[src/rtl/qspi_pkg.sv]
package qspi_pkg;

   localparam int REG_W = 16;
   localparam int NCS   = 4;
   localparam int SEL_W = $clog2(NCS);
   localparam int CMD_W = SEL_W + 2;

   localparam logic [2:0] A_MODE = 3'd0;
   localparam logic [2:0] A_RUN  = 3'd1;
   localparam logic [2:0] A_WRAP = 3'd2;
   localparam logic [2:0] A_FLAG = 3'd3;
   localparam logic [2:0] A_PTR  = 3'd4;
   localparam logic [2:0] A_DATA = 3'd5;

   typedef enum logic [1:0] {
      RG_TX   = 2'd0,
      RG_RX   = 2'd1,
      RG_CMD  = 2'd2,
      RG_NONE = 2'd3
   } region_e;

   typedef struct packed {
      logic [SEL_W-1:0] sel;
      logic             use_mode;
      logic             hold;
   } cmd_t;

   typedef enum logic [1:0] {
      SQ_IDLE  = 2'd0,
      SQ_LOAD  = 2'd1,
      SQ_SHIFT = 2'd2,
      SQ_GAP   = 2'd3
   } seq_state_e;

endpackage

[src/rtl/qspi_ram.sv]
module qspi_ram #(
   parameter int W    = 16,
   parameter int D    = 16,
   parameter int N_RD = 2,
   localparam int IW  = $clog2(D)
) (
   input  logic              clk,
   input  logic              we,
   input  logic [IW-1:0]     widx,
   input  logic [W-1:0]      wd,
   input  logic [N_RD*IW-1:0] ridx,
   output logic [N_RD*W-1:0]  rdat
);

   if (D < 2) begin : g_bad_depth
      $error("qspi_ram: depth must be at least 2");
   end
   if (N_RD < 1) begin : g_bad_ports
      $error("qspi_ram: needs at least one read port");
   end

   logic [W-1:0] mem [D];

   always_ff @(posedge clk) begin
      if (we) mem[widx] <= wd;
   end

   for (genvar p = 0; p < N_RD; p++) begin : g_rd
      assign rdat[p*W +: W] = mem[ridx[p*IW +: IW]];
   end

endmodule

[src/rtl/qspi_shifter.sv]
module qspi_shifter #(
   parameter int DATA_W = 16,
   parameter int BAUD_W = 8,
   localparam int CNT_W = $clog2(DATA_W + 1),
   localparam int IDX_W = $clog2(DATA_W)
) (
   input  logic              clk,
   input  logic              rst_n,
   input  logic              start,
   input  logic [CNT_W-1:0]  bits,
   input  logic [BAUD_W-1:0] half,
   input  logic              cpha,
   input  logic [DATA_W-1:0] tx_word,
   input  logic              miso,
   output logic              sck_i,
   output logic              mosi,
   output logic              busy,
   output logic              done,
   output logic [DATA_W-1:0] rx_word
);

   logic [BAUD_W-1:0] cnt;
   logic              lead_next;
   logic [IDX_W-1:0]  bit_i;
   logic [DATA_W-1:0] txr;
   logic [DATA_W-1:0] rxr;
   logic [IDX_W-1:0]  first_i;

   assign first_i = IDX_W'(bits - 1'b1);
   assign rx_word = rxr;

   always_ff @(posedge clk or negedge rst_n) begin
      if (!rst_n) begin
         cnt       <= '0;
         lead_next <= 1'b1;
         bit_i     <= '0;
         txr       <= '0;
         rxr       <= '0;
         sck_i     <= 1'b0;
         mosi      <= 1'b0;
         busy      <= 1'b0;
         done      <= 1'b0;
      end else begin
         done <= 1'b0;
         if (!busy) begin
            if (start) begin
               busy      <= 1'b1;
               cnt       <= '0;
               lead_next <= 1'b1;
               bit_i     <= first_i;
               txr       <= tx_word;
               rxr       <= '0;
               sck_i     <= 1'b0;
               if (!cpha) mosi <= tx_word[first_i];
            end
         end else if (cnt == half - 1'b1) begin
            cnt       <= '0;
            sck_i     <= ~sck_i;
            lead_next <= ~lead_next;
            if (lead_next) begin
               if (!cpha) rxr  <= {rxr[DATA_W-2:0], miso};
               else       mosi <= txr[bit_i];
            end else begin
               if (cpha) rxr <= {rxr[DATA_W-2:0], miso};
               if (bit_i == '0) begin
                  busy <= 1'b0;
                  done <= 1'b1;
               end else begin
                  bit_i <= bit_i - 1'b1;
                  if (!cpha) mosi <= txr[bit_i - 1'b1];
               end
            end
         end else begin
            cnt <= cnt + 1'b1;
         end
      end
   end

   // with the engine stopped the raw clock rests at its idle phase
   a_r6_sck_rests: assert property (@(posedge clk) disable iff (!rst_n)
      !busy |-> !sck_i);

   // every clock toggle restarts the half-period counter
   a_r8_edge_restarts_count: assert property (@(posedge clk) disable iff (!rst_n)
      !$stable(sck_i) |-> (cnt == '0));

   // a finished word leaves the engine free in the same cycle
   a_r11_done_frees: assert property (@(posedge clk) disable iff (!rst_n)
      done |-> !busy);

endmodule

[src/rtl/qspi_seq.sv]
module qspi_seq
   import qspi_pkg::*;
#(
   parameter int DEPTH  = 16,
   parameter int BAUD_W = 8,
   localparam int IW    = $clog2(DEPTH)
) (
   input  logic              clk,
   input  logic              rst_n,
   input  logic              begin_q,
   input  logic [IW-1:0]     last_idx,
   input  logic [BAUD_W-1:0] half,
   input  cmd_t              cmd_cur,
   input  logic              sh_done,
   output logic [IW-1:0]     idx,
   output logic              sh_start,
   output logic              cs_act,
   output logic [SEL_W-1:0]  cs_sel,
   output logic              rx_we,
   output logic              finish
);

   seq_state_e        state;
   logic [BAUD_W-1:0] gcnt;

   assign sh_start = (state == SQ_LOAD);
   assign rx_we    = (state == SQ_SHIFT) && sh_done;

   always_ff @(posedge clk or negedge rst_n) begin
      if (!rst_n) begin
         state  <= SQ_IDLE;
         idx    <= '0;
         gcnt   <= '0;
         cs_act <= 1'b0;
         cs_sel <= '0;
         finish <= 1'b0;
      end else begin
         finish <= 1'b0;
         unique case (state)
            SQ_IDLE: begin
               if (begin_q) begin
                  idx   <= '0;
                  state <= SQ_LOAD;
               end
            end
            SQ_LOAD: begin
               cs_act <= 1'b1;
               cs_sel <= cmd_cur.sel;
               state  <= SQ_SHIFT;
            end
            SQ_SHIFT: begin
               if (sh_done) begin
                  if (idx == last_idx) begin
                     cs_act <= 1'b0;
                     finish <= 1'b1;
                     state  <= SQ_IDLE;
                  end else begin
                     idx <= idx + 1'b1;
                     if (cmd_cur.hold) begin
                        state <= SQ_LOAD;
                     end else begin
                        cs_act <= 1'b0;
                        gcnt   <= '0;
                        state  <= SQ_GAP;
                     end
                  end
               end
            end
            SQ_GAP: begin
               if (gcnt == half - 1'b1) state <= SQ_LOAD;
               else                     gcnt  <= gcnt + 1'b1;
            end
            default: state <= SQ_IDLE;
         endcase
      end
   end

   // no select is driven while the list is not running
   a_r9_idle_no_select: assert property (@(posedge clk) disable iff (!rst_n)
      (state == SQ_IDLE) |-> !cs_act);

   // results are stored in strictly increasing entry order
   a_r4_in_order: assert property (@(posedge clk) disable iff (!rst_n)
      rx_we |=> ((idx == $past(idx) + 1'b1) || (state == SQ_IDLE)));

   // a held entry keeps its select through the hand-over
   a_r10_hold_keeps: assert property (@(posedge clk) disable iff (!rst_n)
      (rx_we && cmd_cur.hold && (idx != last_idx)) |=> cs_act);

endmodule

[src/rtl/qspi_regs.sv]
module qspi_regs
   import qspi_pkg::*;
#(
   parameter int DEPTH  = 16,
   parameter int DATA_W = 16,
   parameter int BAUD_W = 8,
   localparam int IW    = $clog2(DEPTH)
) (
   input  logic              clk,
   input  logic              rst_n,
   input  logic [2:0]        addr,
   input  logic [REG_W-1:0]  wdata,
   input  logic              wr,
   input  logic              rd,
   output logic [REG_W-1:0]  rdata,
   input  logic              finish,
   input  logic [DATA_W-1:0] tx_q,
   input  logic [DATA_W-1:0] rx_q,
   input  logic [CMD_W-1:0]  cmd_q,
   output logic              master_en,
   output logic              cpol,
   output logic              cpha,
   output logic [3:0]        width_f,
   output logic [BAUD_W-1:0] baud,
   output logic [IW-1:0]     last_idx,
   output logic              cs_idle,
   output logic              begin_q,
   output logic              tx_we,
   output logic              cmd_we,
   output logic [IW-1:0]     bus_idx
);

   localparam logic [REG_W-1:0] MODE_MASK =
      ((REG_W'(1) << (8 + BAUD_W)) - REG_W'(1)) & ~REG_W'(8);
   localparam int IDLE_BIT = 8;

   logic [REG_W-1:0] mode_r;
   logic [IW-1:0]    last_r;
   logic             idle_r;
   logic             go_r;
   logic             flag_r;
   region_e          rg_r;
   logic [IW-1:0]    pidx_r;
   logic             hit_data;
   logic [REG_W-1:0] rd_mux;

   assign master_en = mode_r[0];
   assign cpol      = mode_r[1];
   assign cpha      = mode_r[2];
   assign width_f   = mode_r[7:4];
   assign baud      = mode_r[8 +: BAUD_W];
   assign last_idx  = last_r;
   assign cs_idle   = idle_r;
   assign bus_idx   = pidx_r;

   assign hit_data = (wr || rd) && (addr == A_DATA);
   assign begin_q  = wr && (addr == A_RUN) && wdata[0] && mode_r[0] && !go_r;
   assign tx_we    = wr && (addr == A_DATA) && (rg_r == RG_TX);
   assign cmd_we   = wr && (addr == A_DATA) && (rg_r == RG_CMD);

   always_comb begin
      rd_mux = '0;
      unique case (addr)
         A_MODE: rd_mux = mode_r;
         A_RUN:  rd_mux = REG_W'(go_r);
         A_WRAP: rd_mux = REG_W'(last_r) | (REG_W'(idle_r) << IDLE_BIT);
         A_FLAG: rd_mux = REG_W'(flag_r);
         A_PTR:  rd_mux = REG_W'({rg_r, pidx_r});
         A_DATA: begin
            unique case (rg_r)
               RG_TX:   rd_mux = REG_W'(tx_q);
               RG_RX:   rd_mux = REG_W'(rx_q);
               RG_CMD:  rd_mux = REG_W'(cmd_q);
               default: rd_mux = '0;
            endcase
         end
         default: rd_mux = '0;
      endcase
   end

   always_ff @(posedge clk or negedge rst_n) begin
      if (!rst_n) begin
         mode_r <= '0;
         last_r <= '0;
         idle_r <= 1'b0;
         go_r   <= 1'b0;
         flag_r <= 1'b0;
         rg_r   <= RG_TX;
         pidx_r <= '0;
         rdata  <= '0;
      end else begin
         if (wr) begin
            unique case (addr)
               A_MODE: mode_r <= wdata & MODE_MASK;
               A_WRAP: begin
                  last_r <= wdata[IW-1:0];
                  idle_r <= wdata[IDLE_BIT];
               end
               A_PTR: begin
                  pidx_r <= wdata[IW-1:0];
                  rg_r   <= region_e'(wdata[IW+1:IW]);
               end
               default: ;
            endcase
         end
         if (hit_data) pidx_r <= pidx_r + 1'b1;
         if (begin_q)     go_r <= 1'b1;
         else if (finish) go_r <= 1'b0;
         if (finish)                                  flag_r <= 1'b1;
         else if (wr && (addr == A_FLAG) && wdata[0]) flag_r <= 1'b0;
         if (rd) rdata <= rd_mux;
      end
   end

   // the end of the list raises the flag
   a_r5_flag_raised: assert property (@(posedge clk) disable iff (!rst_n)
      finish |=> flag_r);

   // the end of the list drops the run bit
   a_r5_run_drops: assert property (@(posedge clk) disable iff (!rst_n)
      finish |=> !go_r);

   // a start request without master enable leaves the block stopped
   a_r4_start_needs_enable: assert property (@(posedge clk) disable iff (!rst_n)
      (wr && (addr == A_RUN) && !mode_r[0] && !go_r) |=> !go_r);

   // every data-port access advances the entry index
   a_r2_pointer_steps: assert property (@(posedge clk) disable iff (!rst_n)
      hit_data |=> (pidx_r == $past(pidx_r) + 1'b1));

endmodule

[src/rtl/qspi_master.sv]
module qspi_master
   import qspi_pkg::*;
#(
   parameter int DEPTH  = 16,
   parameter int DATA_W = 16,
   parameter int BAUD_W = 8,
   localparam int IW    = $clog2(DEPTH),
   localparam int CNT_W = $clog2(DATA_W + 1)
) (
   input  logic             clk,
   input  logic             rst_n,
   input  logic [2:0]       bus_addr,
   input  logic [REG_W-1:0] bus_wdata,
   input  logic             bus_wr,
   input  logic             bus_rd,
   output logic [REG_W-1:0] bus_rdata,
   output logic             sck,
   output logic             mosi,
   input  logic             miso,
   output logic [NCS-1:0]   cs_o
);

   if (DEPTH < 2 || IW > 8) begin : g_bad_depth
      $error("qspi_master: depth must lie in 2..256");
   end
   if (DATA_W < 8 || DATA_W > 16) begin : g_bad_width
      $error("qspi_master: word width must lie in 8..16");
   end
   if (8 + BAUD_W > REG_W) begin : g_bad_baud
      $error("qspi_master: divider field does not fit the mode register");
   end

   logic              master_en, cpol, cpha, cs_idle, begin_q;
   logic              tx_we, cmd_we, finish;
   logic [3:0]        width_f;
   logic [BAUD_W-1:0] baud, half;
   logic [IW-1:0]     last_idx, bus_idx, seq_idx;
   logic [DATA_W-1:0] tx_bus, tx_eng, rx_bus, rx_word;
   logic [CMD_W-1:0]  cmd_bus, cmd_eng;
   cmd_t              cmd_cur;
   logic              sh_start, sh_done, sh_busy, sck_i;
   logic              cs_act, rx_we;
   logic [SEL_W-1:0]  cs_sel;
   logic [CNT_W-1:0]  mode_bits, bits;

   qspi_regs #(.DEPTH(DEPTH), .DATA_W(DATA_W), .BAUD_W(BAUD_W)) i_regs (
      .clk(clk), .rst_n(rst_n), .addr(bus_addr), .wdata(bus_wdata),
      .wr(bus_wr), .rd(bus_rd), .rdata(bus_rdata), .finish(finish),
      .tx_q(tx_bus), .rx_q(rx_bus), .cmd_q(cmd_bus),
      .master_en(master_en), .cpol(cpol), .cpha(cpha), .width_f(width_f),
      .baud(baud), .last_idx(last_idx), .cs_idle(cs_idle), .begin_q(begin_q),
      .tx_we(tx_we), .cmd_we(cmd_we), .bus_idx(bus_idx)
   );

   qspi_ram #(.W(DATA_W), .D(DEPTH), .N_RD(2)) i_tx_ram (
      .clk(clk), .we(tx_we), .widx(bus_idx), .wd(bus_wdata[DATA_W-1:0]),
      .ridx({seq_idx, bus_idx}), .rdat({tx_eng, tx_bus})
   );

   qspi_ram #(.W(CMD_W), .D(DEPTH), .N_RD(2)) i_cmd_ram (
      .clk(clk), .we(cmd_we), .widx(bus_idx), .wd(bus_wdata[CMD_W-1:0]),
      .ridx({seq_idx, bus_idx}), .rdat({cmd_eng, cmd_bus})
   );

   qspi_ram #(.W(DATA_W), .D(DEPTH), .N_RD(1)) i_rx_ram (
      .clk(clk), .we(rx_we), .widx(seq_idx), .wd(rx_word),
      .ridx(bus_idx), .rdat(rx_bus)
   );

   assign cmd_cur = cmd_t'(cmd_eng);
   assign half    = (baud < BAUD_W'(2)) ? BAUD_W'(2) : baud;

   always_comb begin
      if (width_f == 4'd0 || CNT_W'(width_f) > CNT_W'(DATA_W)) mode_bits = CNT_W'(DATA_W);
      else                                                      mode_bits = CNT_W'(width_f);
      bits = cmd_cur.use_mode ? mode_bits : CNT_W'(8);
   end

   qspi_seq #(.DEPTH(DEPTH), .BAUD_W(BAUD_W)) i_seq (
      .clk(clk), .rst_n(rst_n), .begin_q(begin_q), .last_idx(last_idx),
      .half(half), .cmd_cur(cmd_cur), .sh_done(sh_done), .idx(seq_idx),
      .sh_start(sh_start), .cs_act(cs_act), .cs_sel(cs_sel),
      .rx_we(rx_we), .finish(finish)
   );

   qspi_shifter #(.DATA_W(DATA_W), .BAUD_W(BAUD_W)) i_shift (
      .clk(clk), .rst_n(rst_n), .start(sh_start), .bits(bits), .half(half),
      .cpha(cpha), .tx_word(tx_eng), .miso(miso), .sck_i(sck_i),
      .mosi(mosi), .busy(sh_busy), .done(sh_done), .rx_word(rx_word)
   );

   assign sck = sck_i ^ cpol;

   for (genvar k = 0; k < NCS; k++) begin : g_cs
      assign cs_o[k] = (cs_act && (cs_sel == SEL_W'(k))) ? ~cs_idle : cs_idle;
   end

   // never more than one select away from its idle level
   a_r9_single_select: assert property (@(posedge clk) disable iff (!rst_n)
      $onehot0(cs_o ^ {NCS{cs_idle}}));

   // the serial clock only moves while the engine is busy
   a_r4_clock_needs_run: assert property (@(posedge clk) disable iff (!rst_n)
      !sh_busy && !$past(sh_busy) |-> $stable(sck_i));

   // no shifting starts while master enable is off
   a_r4_enable_gates: assert property (@(posedge clk) disable iff (!rst_n)
      begin_q |-> master_en);

endmodule

[config.mk]
export PLATFORM = sky130hd
export DESIGN_NAME = qspi_master
export DESIGN_NICKNAME = d
export VERILOG_FILES = /design/src/rtl/qspi_pkg.sv /design/src/rtl/qspi_ram.sv /design/src/rtl/qspi_shifter.sv /design/src/rtl/qspi_seq.sv /design/src/rtl/qspi_regs.sv /design/src/rtl/qspi_master.sv
export SDC_FILE = /design/constraint.sdc
export NUM_CORES = 1
export LEC_CHECK = 0
export BUFFER_PORTS_ARGS = -buffer_cell sky130_fd_sc_hd__buf_2
export CELL_PAD_IN_SITES_DETAIL_PLACEMENT = 1
export CELL_PAD_IN_SITES_GLOBAL_PLACEMENT = 1
export CORE_MARGIN = 1.5
export CORE_UTILIZATION = 45
export CTS_CLUSTER_SIZE = 25
export DETAILED_ROUTE_END_ITERATION = 10
export GPL_TIMING_DRIVEN = 0
export HOLD_SLACK_MARGIN = 0.1
export PLACE_DENSITY_LB_ADDON = 0.1
export SLEW_MARGIN = 10
export SYNTH_ARGS = -nofsm -noshare
export SYNTH_HDL_FRONTEND = slang
export SYNTH_SLANG_ARGS = --single-unit
[constraint.sdc]
create_clock -name clk -period 3.91 [get_ports clk]
set_input_delay 0.5865 -clock clk [delete_from_list [all_inputs] [get_ports clk]]
set_output_delay 0.5865 -clock clk [all_outputs]
set_load 0.05 [all_outputs]
Word level (Yosys, flattened, before mapping):

Memory sizes are Yosys's and may differ from the RTL's.
Cells that the tools add are included.

* register bits after elaboration: 111
* memories: 3
* RAM bits: 576
* logic and storage cells: 208
* input bits: 24

* mux-type cells: 87
* add/subtract/negate cells: 7
* $lt $le $gt $ge: 5
* equality and inequality tests: 32
* bitwise logic cells: 6
* reductions and logical operators: 45

Memories
* i_rx_ram.mem: depth 16, width 16, rd ports 1, clocked after memory_dff 0, wr ports 1, line qspi_ram.sv:22 `logic [W-1:0] mem [D];`
* i_tx_ram.mem: depth 16, width 16, rd ports 2, clocked after memory_dff 0, wr ports 1, line qspi_ram.sv:22
* i_cmd_ram.mem: depth 16, width 4, rd ports 2, clocked after memory_dff 0, wr ports 1, line qspi_ram.sv:22

Operators with widths (number)
* 2-to-1 mux 16 bit: 6
* one-hot mux 16 bit (6 select lines): 1
* 2-to-1 mux 8 bit: 8
* 2-to-1 mux 4 bit: 13
* one-hot mux 16 bit (3 select lines): 1
* 2-to-1 mux 1 bit: 46
* adder 8 x 1 -> 8 bit (second input constant): 2
* equality test 8 bit: 2
* one-hot mux 8 bit (2 select lines): 1
* nonzero test 2 bit: 8
* logical AND 1 bit: 15
* less-than comparator 4 x 5 -> 1 bit (second input constant): 3
* inequality test 3 bit (second input constant): 5
* inequality test 2 bit (second input constant): 7
* binary-select mux 1 bit (select 4 bit): 3
* AND reduction 2 bit: 6
* AND reduction 4 bit: 3
* equality test 2 bit (second input constant): 5
* 2-to-1 mux 2 bit: 5
* OR 4 x 9 -> 9 bit: 1
* adder 4 x 1 -> 4 bit (second input constant): 2
* zero test 4 bit: 2
* less-than comparator 8 x 2 -> 1 bit (second input constant): 1
* one-hot mux 2 bit (4 select lines): 1
* 21 further kinds: 35

Longest topological paths before layout:

Gate-level depths: netlist of the first run.

* depth in word-level cells: 10
* depth in mapped cells: 12

Hierarchy:

From an unflattened synthesis of the first run, not the netlist that was laid out.

* cell total of the unflattened synthesis: 1797
* area total of the unflattened synthesis: 31455.2 um2

Modules (own cells, without submodules)
* qspi_ram (i_tx_ram): seq. area each 7687.4 um2, times used 1, cells each 553, area an instance 11728.7 um2
* qspi_ram (i_rx_ram): seq. area each 7687.4 um2, times used 1, cells each 416, area an instance 9721.8 um2
* qspi_ram (i_cmd_ram): seq. area each 1921.8 um2, times used 1, cells each 165, area an instance 3140.5 um2
* qspi_shifter: seq. area each 1227.4 um2, times used 1, cells each 274, area an instance 2944.1 um2
* qspi_regs: seq. area each 1101.1 um2, times used 1, cells each 208, area an instance 2336.0 um2
* qspi_seq: seq. area each 450.4 um2, times used 1, cells each 156, area an instance 1417.6 um2
* qspi_master: seq. area each 0.0 um2, times used 1, cells each 25, area an instance 166.4 um2

Worst setup path before layout of the first run:

OpenSTA, ideal clock, no wires.

* path kind: flip-flop to flip-flop
* from: reg i_seq.idx[0]
* to: mem i_rx_ram.mem[2][0] (enable)
* path buffers: 5
* data arrival time: 2.840 ns
* period minus slack after synthesis: 3.249 ns
* required time: 3.501 ns
* path slack: 0.661 ns
* stages on the path, launching flop included: 10
* library setup time: 0.409 ns
* cells stage by stage: dfrtp_1 > buf_6 > buf_6 > buf_6 > buf_2 > clkbuf_1 > inv_1 > ha_1 > nand3_1 > nor3_1

RTL lines
* start, declared: line qspi_seq.sv:15 `output logic [IW-1:0] idx,`
* start signal, assigned: line qspi_seq.sv:58 `idx <= idx + 1'b1;`
* end, declared: line qspi_ram.sv:22

No word-level cell before the write port.

Final worst setup path of the first run:

* from: reg i_regs.pidx_r[1] (netlist: i_regs.bus_idx[1])
* to: reg i_regs.rdata[15]

* longest elaborated chain between the ends: 3
* elaborated cells on any way between the ends: 4

Ends and longest elaborated chain
* start, declared: line qspi_regs.sv:43 `logic [IW-1:0] pidx_r;`
* start signal, assigned: line qspi_regs.sv:100 `pidx_r <= wdata[IW-1:0];`
* start signal, assigned: line qspi_regs.sv:106 `if (hit_data) pidx_r <= pidx_r + 1'b1;`
* memory (16 x 16 bit)
* one-hot mux 16 bit (3 select lines) (*): line qspi_regs.sv:70 `unique case (rg_r)`
* one-hot mux 16 bit (6 select lines) (*): line qspi_regs.sv:63 `unique case (addr)`
* end signal, assigned: line qspi_regs.sv:111 `if (rd) rdata <= rd_mux;`
* end, declared: line qspi_regs.sv:15 `output logic [REG_W-1:0] rdata,`

Every way passes the cells marked *; elsewhere a longest branch is shown, timed or not.
A chain may end at the register's enable or synchronous reset.

==> metrics.yaml, run 1 <==
status: "finished, final reports clean"
vias: 17509
core_um2: 67300
rrSetupSlack_ns: 0.09
cts_tree: "done"
drtIter0Drc: 1765
synth_area_um2: 30600
worstSkewPairLatency_ns: 0.63
syn-instance-count: 1656
stdcell_area_um2: 35400
fp.dieW_um: 264
post-dp-hpwl_um: 64900
yosys-top-cells-area: "edfxtp_1 (57%), mux4_2 (20%), dfrtp_1 (9.0%), mux2_2 (1.7%), nor2_1 (0.91%)"
arrival_ns: 4.31
mostFrequentLayoutCells: "edfxtp_1 (576), mux4_2 (277), dfrtp_1 (108)"
area_delta_synth_final_pct: 15.6
grt_pass1_vias: 18421
setup_ws_ns: 0.0889
cts.clk_slew.worst_paths_ns: 0.06
max_slew_margin_pct: 18.7
critPathCaptureType: "register"
ios: 46
final.setup.tns_ns: 0
fin_skew_ns: 0.0256
power_mw: 22.3
synthArstFlopShare_pct: 16.2
cts_buffers: 76
period_share_pct: 97.7
synth_edf_count: 576
multi_input_area_um2: 10200
rows: 95
tightest_slew_ns: 1.22
drt-pass1-iter-count: 5
power_density_nw_per_um2: 629
dp_slack_ns: -0.898
grt_usage_pct: 27.8
nFillCells: 6074
cp_data_required_time_ns: 4.40
grt_pass1_wl_um: 136000
critPathMaxFanout: 10
post_drt_wl_per_cell_um: 34.3
htreeDepth: 3
ys.flop_type: "edfxtp_1"
synth_top_area_share_pct: 56.5
dieArea_um2: 69600
via_per_inst: 6.37
hold_violations: 0
p_leak_nw: 11.7
io_buffers: 43
cap_viol_max_count: 0
place_congestion: 0.834
seq_area_um2: 20100
avgSynthCellArea_um2: 18.5
hp-class: "primary input to register"
antenna_found_initial: 6
crit_path_start_kind: "register"
dieHeight_um: 264
ys_seq_elements: 687
irDropWorstVdd_v: 0.000403
crit_type: "register to register"
synth_top_cell_by_area: "edfxtp_1"
slew_viol_final: 0
fin_nets: 1857
ys_warn_count: 0
setup_viol: 0
initial_utilization_pct: 45.5
synth_nets: 1698
synth_cell_types: 63
clock_sinks: 687
layout-drive-gt1-share_pct: 32.9
synth_seq_area_share_pct: 65.6
mostFrequentLayoutCell: "edfxtp_1"
max_freq_mhz: 262
placed_area_um2: 32600
wl_um: 94400
cts_root_buf: "clkbuf_16"
grt_max_degree: 65
ant_nets: 0
cts_buffer_depth: 3
grt-ovfl-total: 0
fin_crit_ns: 3.82
drc: 0
whs_ns: 0.221
==> kinds of logic (layout without fill, tap and decap cells) <==
family                     count (synthesis)  in the layout  synth area share, %
muxes                                    343            343                 22.7
buffers and inverters                    161            381                 2.18
other                                      0              1                    0
xor gates and xnor gates                  33             33                 1.12
adders and majority gates                 18             18                0.736
DFF                                      687            687                 65.6
and+or+nand+nor                          246            246                 3.77
AOI/OAI and AO/OA                        168            168                 3.86
==> flip-flops by register name, summed over array words and instances (netlist names), 4 cells and up <==
name,cells
i_regs.rdata,16
i_shift.cnt,8
i_tx_ram.mem,256
i_shift.bit_i,4
i_seq.idx,4
i_shift.rx_word,16
i_regs.bus_idx,4
i_regs.last_idx,4
i_seq.gcnt,8
i_shift.txr,16
i_regs.mode_r,15
i_cmd_ram.mem,64
i_rx_ram.mem,256
==> cells in the mapped netlist (17+ instances only) <==
cell type	n
buf_1	22
nand3_1	36
buf_2	20
inv_1	53
nor2_1	74
o21ai_0	43
o22ai_1	18
xnor2_1	17
mux4_2	277
mux2_2	47
edfxtp_1	576
nand2_1	67
a22oi_1	27
mux2i_1	19
ha_1	18
clkbuf_1	60
dfrtp_1	110
==> path summary, 6_finish.rpt <==
path	startpoint	to	cells past startpoint
worst max register to register	i_regs.bus_idx[1]$_DFFE_PN0P_	i_regs.rdata[15]$_DFFE_PN0P_	7
worst max-delay path	i_regs.bus_idx[1]$_DFFE_PN0P_	i_regs.rdata[15]$_DFFE_PN0P_	7
max in group asynchronous	rst_n	i_regs.bus_idx[0]$_DFFE_PN0P_	3
worst min register to register	i_seq.finish$_DFF_PN0_	i_regs.flag_r$_DFFE_PN0P_	1
min in group asynchronous	rst_n	i_shift.txr[4]$_DFFE_PN0P_	2
worst min-delay path	miso	i_shift.rx_word[0]$_DFFE_PN0P_	3
==> layer usage <==
metal | routed length [um] | GRT usage, % | share of wire (%) | up-vias
met2 | 46400 | 45.5 | 49 | 690
li1 | - | - | - | 7141
met3 | 6660 | 5.25 | 7.1 | 168
met5 | 27 | 0 | 0.029 | -
met1 | 38200 | 37.8 | 40 | 9506
met4 | 3150 | 9.29 | 3.3 | 4
==> critical path: stages, from the launching register on <==
cell and delay, ns:
dfrtp_1 0.47, clkbuf_1 0.55, clkbuf_1 0.94, mux4_2 0.42, mux4_2 0.51, mux2_2 0.33
a22oi_1 0.32, o22ai_1 0.12
==> final cells by class <==
type	count	area share, %
antenna	1	0.00707
buffer	105	1.42
clock buffer	111	6.12
clock inverter	28	0.926
inverter	54	0.573
multi-input combinational	808	28.7
sequential	687	56.7
tap	873	3.09
timing repair buffer	83	2.44
==> where the power goes <==
part           total [mW]  switching [mW]  internal (mW)
combinational        6.33            3.59           2.74
clock                7.17            3.02           4.15
sequential           8.75           0.455           8.29
total                22.3            7.07           15.2
==> through the flow <==
step | utilization, % | cells
finish | 52.6 | 2750
global route | 52.6 | 2749
CTS | 52.5 | 2747
detailed placement | 48.5 | 2601
global placement | 47.4 | 2572
floorplan | - | 1656
==> timing repair <==
action	4_1_cts	5_1_grt
buffers inserted	8	1
resized for setup	25	24
endpoints found under the setup margin	372	33
hold endpoints to repair	47	0
hold buffers	1	0
pin swaps	5	1
(Power assumes the default switching activity.)
==> inputs of run 2 (changes only) <==
- ABC_CLOCK_PERIOD_IN_PS: default -> 3910
- MAX_ROUTING_LAYER: default -> met4
==> run 2 against run 1 <==
Effect of this change:
- the flow now finishes with violations (negative setup slack)
- clock skew barely moved
- routed wire length rose by 0.22%
- clock power barely moved
- cell count barely moved
- count of clock-buffer cells in the layout did not move
- total power barely moved
- register-to-register slack got worse by 0.097 ns
- maximum frequency fell by 2.5%
- via count rose by 0.22%
- largest cell class unchanged
==> metrics.yaml, run 2 (synthesis results as in run 1) <==
placed_area_um2: 32600
hp-class: "primary input to register"
dp.cells: 2601
vias: 17547
fin_crit_ns: 3.92
hold_violations: 0
grt_pass1_wl_um: 136000
p_leak_nw: 11.7
power_mw: 22.3
top_regs: "i_rx_ram.mem x256, i_tx_ram.mem x256, i_cmd_ram.mem x64"
mostFrequentLayoutCells: "edfxtp_1 (576), mux4_2 (277), dfrtp_1 (108)"
core_um2: 67300
multi_input_area_um2: 10200
drc: 0
whs_ns: 0.219
cts_buffer_depth: 3
initial_utilization_pct: 45.5
htreeDepth: 3
critPathMaxFanout: 10
clkPwrFrac_pct: 32.2
fin_skew_ns: 0.0255
rows: 95
period_share_pct: 100
cpMostUsedCell: "mux4_2"
place_congestion: 0.846
rrSetupSlack_ns: -0.008
dieArea_um2: 69600
fp.dieW_um: 264
arrival_ns: 4.41
slowest_stage: "clkbuf_1"
crit_path_max_incr_delay_ns: 0.92
cts.clk_slew.worst_paths_ns: 0.06
cp_data_required_time_ns: 4.40
path_cells: "buf_1 > clkbuf_1 > mux4_2 > mux4_2 > mux2_2 > a22oi_1 > o22ai_1"
power_density_nw_per_um2: 629
slew_viol_final: 0
p_int_mw: 15.2
tightest_slew_ns: 1.22
nFillCells: 6074
grt-ovfl-total: 0
cts_buffers: 76
grt_usage_pct: 28.7
dieHeight_um: 264
cts_root_buf: "clkbuf_16"
grt_pass1_vias: 18395
post-dp-hpwl_um: 64900
status: "finished, violations left"
cap_viol_max_count: 0
max_slew_margin_pct: 18.9
setup_viol: 1
switchingPower_mw: 7.08
clock_sinks: 687
fin_nets: 1857
post_drt_wl_per_cell_um: 34.4
seq_area_um2: 20100
layout-drive-gt1-share_pct: 32.9
critPathCaptureType: "register"
stdcell_area_um2: 35400
combPwrFrac_pct: 28.5
io_buffers: 43
seqPwrFrac_pct: 39.3
drt-pass1-iter-count: 5
dp_slack_ns: -0.898
worstSkewPairLatency_ns: 0.63
setup_ws_ns: -0.00799
ios: 46
area_delta_synth_final_pct: 15.6
drtIter0Drc: 1921
layout.cells.non_filler: 2751
wl_um: 94600
cts_tree: "done"
sw_frac_of_total_pct: 31.8
crit_path_start_kind: "register"
irDropWorstVdd_v: 0.000403
mostFrequentLayoutCell: "edfxtp_1"
via_per_inst: 6.38
antenna_found_initial: 5
grt_max_degree: 65
ant_nets: 0
violations: "negative setup slack"
crit_type: "register to register"
max_freq_mhz: 255
run 2: cell count changes in the layout (fill, tap and decap cells not counted):
cell | before | now
clkbuf_1 | 69 | 70
clkbuf_2 | 16 | 15
diode_2 | 1 | 2
run 2: path summary, 6_finish.rpt:
path,start,to,cells past startpoint
min reg2reg,i_seq.finish$_DFF_PN0_,i_regs.flag_r$_DFFE_PN0P_,1
max,i_regs.bus_idx[1]$_DFFE_PN0P_,i_regs.rdata[15]$_DFFE_PN0P_,7
min,miso,i_shift.rx_word[0]$_DFFE_PN0P_,3
max in group asynchronous,rst_n,i_regs.bus_idx[0]$_DFFE_PN0P_,3
min in group asynchronous,rst_n,i_shift.txr[4]$_DFFE_PN0P_,2
max reg2reg,i_regs.bus_idx[1]$_DFFE_PN0P_,i_regs.rdata[15]$_DFFE_PN0P_,7
run 2: power by group through the flow:
| stage | clock, mW | sequential [mW] | combinational (mW) |
|---|---|---|---|
| detailed placement | 0 | 8.85 | 6.32 |
| CTS | 7.27 | 8.75 | 6.33 |
| finish | 7.17 | 8.75 | 6.34 |
| global placement | 0 | 8.83 | 6.18 |
| global route | 7.47 | 8.80 | 6.68 |
| floorplan | 0 | 8.77 | 4.14 |
run 2: area by class of cell:
| cell class | count | area share [%] |
|---|---|---|
| timing repair buffer | 83 | 2.44 |
| clock inverter | 28 | 0.926 |
| sequential | 687 | 56.7 |
| clock buffer | 111 | 6.12 |
| buffer | 105 | 1.41 |
| multi-input combinational | 808 | 28.7 |
| inverter | 54 | 0.573 |
| tap | 873 | 3.09 |
| antenna | 2 | 0.0141 |
run 2: worst max-delay path: cells and delay by family (launching register included):
kind / cells / cell delay, ns
buffers and inverters: 2 / 1.55
multiplexers: 3 / 1.30
flip-flops: 1 / 0.46
AO/OA/AOI/OAI: 2 / 0.44
run 2: through the flow:
stage,TNS [ns],util [%]
floorplan,0,-
global placement,-507.37,47.4
detailed placement,-71.80,48.5
CTS,0,52.5
global route,-0.0608,52.6
finish,-0.00799,52.6
run 2: routing by layer:
layer  vias up  share of wire, %  global-route usage (%)
met4         0               3.4                    9.30
met1      9540                41                    37.8
met3       169               6.7                    5.15
met2       706                49                    45.5
met5         -                 0                       -
li1       7132                 -                       -
run 2: timing repair:
action,in CTS,in global routing
hold buffers,1,0
pin swaps,5,1
setup buffers,8,1
gates resized for setup,25,21
endpoints found under the setup margin,372,33
hold endpoints to repair,47,0
==> inputs of run 3 (changes only) <==
- CTS_CLUSTER_DIAMETER: default -> 50
- REMOVE_ABC_BUFFERS: default -> 1
==> run 3 against run 2 <==
Effect of this change:
- the flow now finishes without violations
- hold slack better by 0.054 ns
- worst setup slack better by 0.21 ns
- maximum frequency increased by 5.6%
- routed wire length shrank 11%
- non-clock buffer count shrank 95
- largest cell class unchanged
==> metrics.yaml, run 3 (synthesis results as in run 1) <==
status: "finished, final reports clean"
via_per_inst: 6.22
dp.cells: 2504
stdcell_area_um2: 35300
cts_buffers: 78
critPathCaptureType: "register"
clock_sinks: 687
whs_ns: 0.273
wl_met3_um: 4590
arrival_ns: 4.19
critPathMaxFanout: 6
slew_viol_final: 0
cts_buffer_depth: 3
rows: 95
p_leak_nw: 11.6
drt-pass1-iter-count: 5
drtIter0Drc: 1318
fin_skew_ns: 0.0227
fin_nets: 1764
vias: 16568
grt_pass1_wl_um: 123000
post-dp-hpwl_um: 50600
hold_violations: 0
rsz0062_at_grt: "false"
post-route-util_pct: 52.4
place_congestion: 0.834
cap_viol_max_count: 0
grt_max_degree: 73
crit_type: "register to register"
fin_crit_ns: 3.71
met1_length_um: 37200
irDropWorstVdd_v: 0.000383
hp-class: "primary input to register"
grt-ovfl-total: 0
initial_utilization_pct: 45.5
ios: 46
layout.cells.non_filler: 2665
power_density_nw_per_um2: 628
grt_pass1_vias: 17679
setup_ws_ns: 0.200
ant_nets: 0
antenna_found_initial: 6
io_buffers: 45
worstSkewPairLatency_ns: 0.62
layout-drive-gt1-share_pct: 34.1
setup_viol: 0
crit_path_start_kind: "register"
grt_usage_pct: 25.3
routed.top_layer: "met4"
area_delta_synth_final_pct: 15.2
period_share_pct: 94.9
wl_um: 83800
htreeDepth: 3
tightest_slew_ns: 1.15
drc: 0
dieArea_um2: 69600
dp_slack_ns: -0.356
max_slew_margin_pct: 22.8
placed_area_um2: 32500
cp_data_required_time_ns: 4.39
top_regs: "i_rx_ram.mem x256, i_tx_ram.mem x256, i_cmd_ram.mem x64"
mostFrequentLayoutCells: "edfxtp_1 (576), mux4_2 (277), dfrtp_1 (102)"
mostFrequentLayoutCell: "edfxtp_1"
post_drt_wl_per_cell_um: 31.4
power_mw: 22.2
dr_wl_met2_um: 40300
fp.dieW_um: 264
final.setup.tns_ns: 0
core_um2: 67300
cts_root_buf: "clkbuf_16"
cts_tree: "done"
dieHeight_um: 264
cts.clk_slew.worst_paths_ns: 0.06
max_freq_mhz: 270
run 3: timing repair:
action	in CTS	in global routing
gates resized for setup	3	4
pin swaps	0	1
hold buffers	1	0
setup endpoints to repair	6	15
endpoints found under the hold margin	39	0
buffers inserted	7	3
run 3: worst paths after layout:
check / start / end / slack [ns] / depth (start not counted)
max in group asynchronous: rst_n / i_seq.idx[1]$_DFFE_PN0P_ / 2.64 / 3
min in group asynchronous: rst_n / i_shift.cnt[2]$_DFFE_PN0P_ / 0.49 / 2
setup reg to reg: i_seq.idx[0]$_DFFE_PN0P_ / i_shift.mosi$_DFFE_PN0P_ / 0.20 / 10
setup / recovery: i_seq.idx[0]$_DFFE_PN0P_ / i_shift.mosi$_DFFE_PN0P_ / 0.20 / 10
hold / removal: miso / i_shift.rx_word[0]$_DFFE_PN0P_ / 0.27 / 3
hold reg to reg: i_seq.finish$_DFF_PN0_ / i_regs.flag_r$_DFFE_PN0P_ / 0.46 / 1
run 3: report_power, final:
| part | switching [mW] | internal [mW] |
|---|---|---|
| Combinational | 2.95 | 2.83 |
| Sequential | 0.651 | 8.30 |
| Clock | 3.22 | 4.21 |
| Total | 6.82 | 15.3 |
run 3: cell type report:
cell class                 count  area, um2
sequential                   687      20100
fill                        6024      32000
inverter                      54        205
antenna                        6       15.0
multi-input combinational    808      10100
tap                          873       1090
clock inverter                59        627
clock buffer                  85       1990
timing repair buffer          93       1100
run 3: per-layer routing:
metal	GRT usage [%]	vias to the layer above
met5	-	-
met2	38.7	433
met3	4.08	108
li1	-	6981
met4	6.55	0
met1	35.7	9046
run 3: worst max-delay path, stage by stage (launching register included):
cell       delay, ns
dfrtp_4         0.56
buf_4           0.20
mux4_2          0.37
o22a_1          0.28
o21ai_0         0.22
nand2b_1        0.21
ha_1            0.46
mux4_2          0.56
nor2b_1         0.16
a2111oi_2       0.40
o31ai_1         0.13
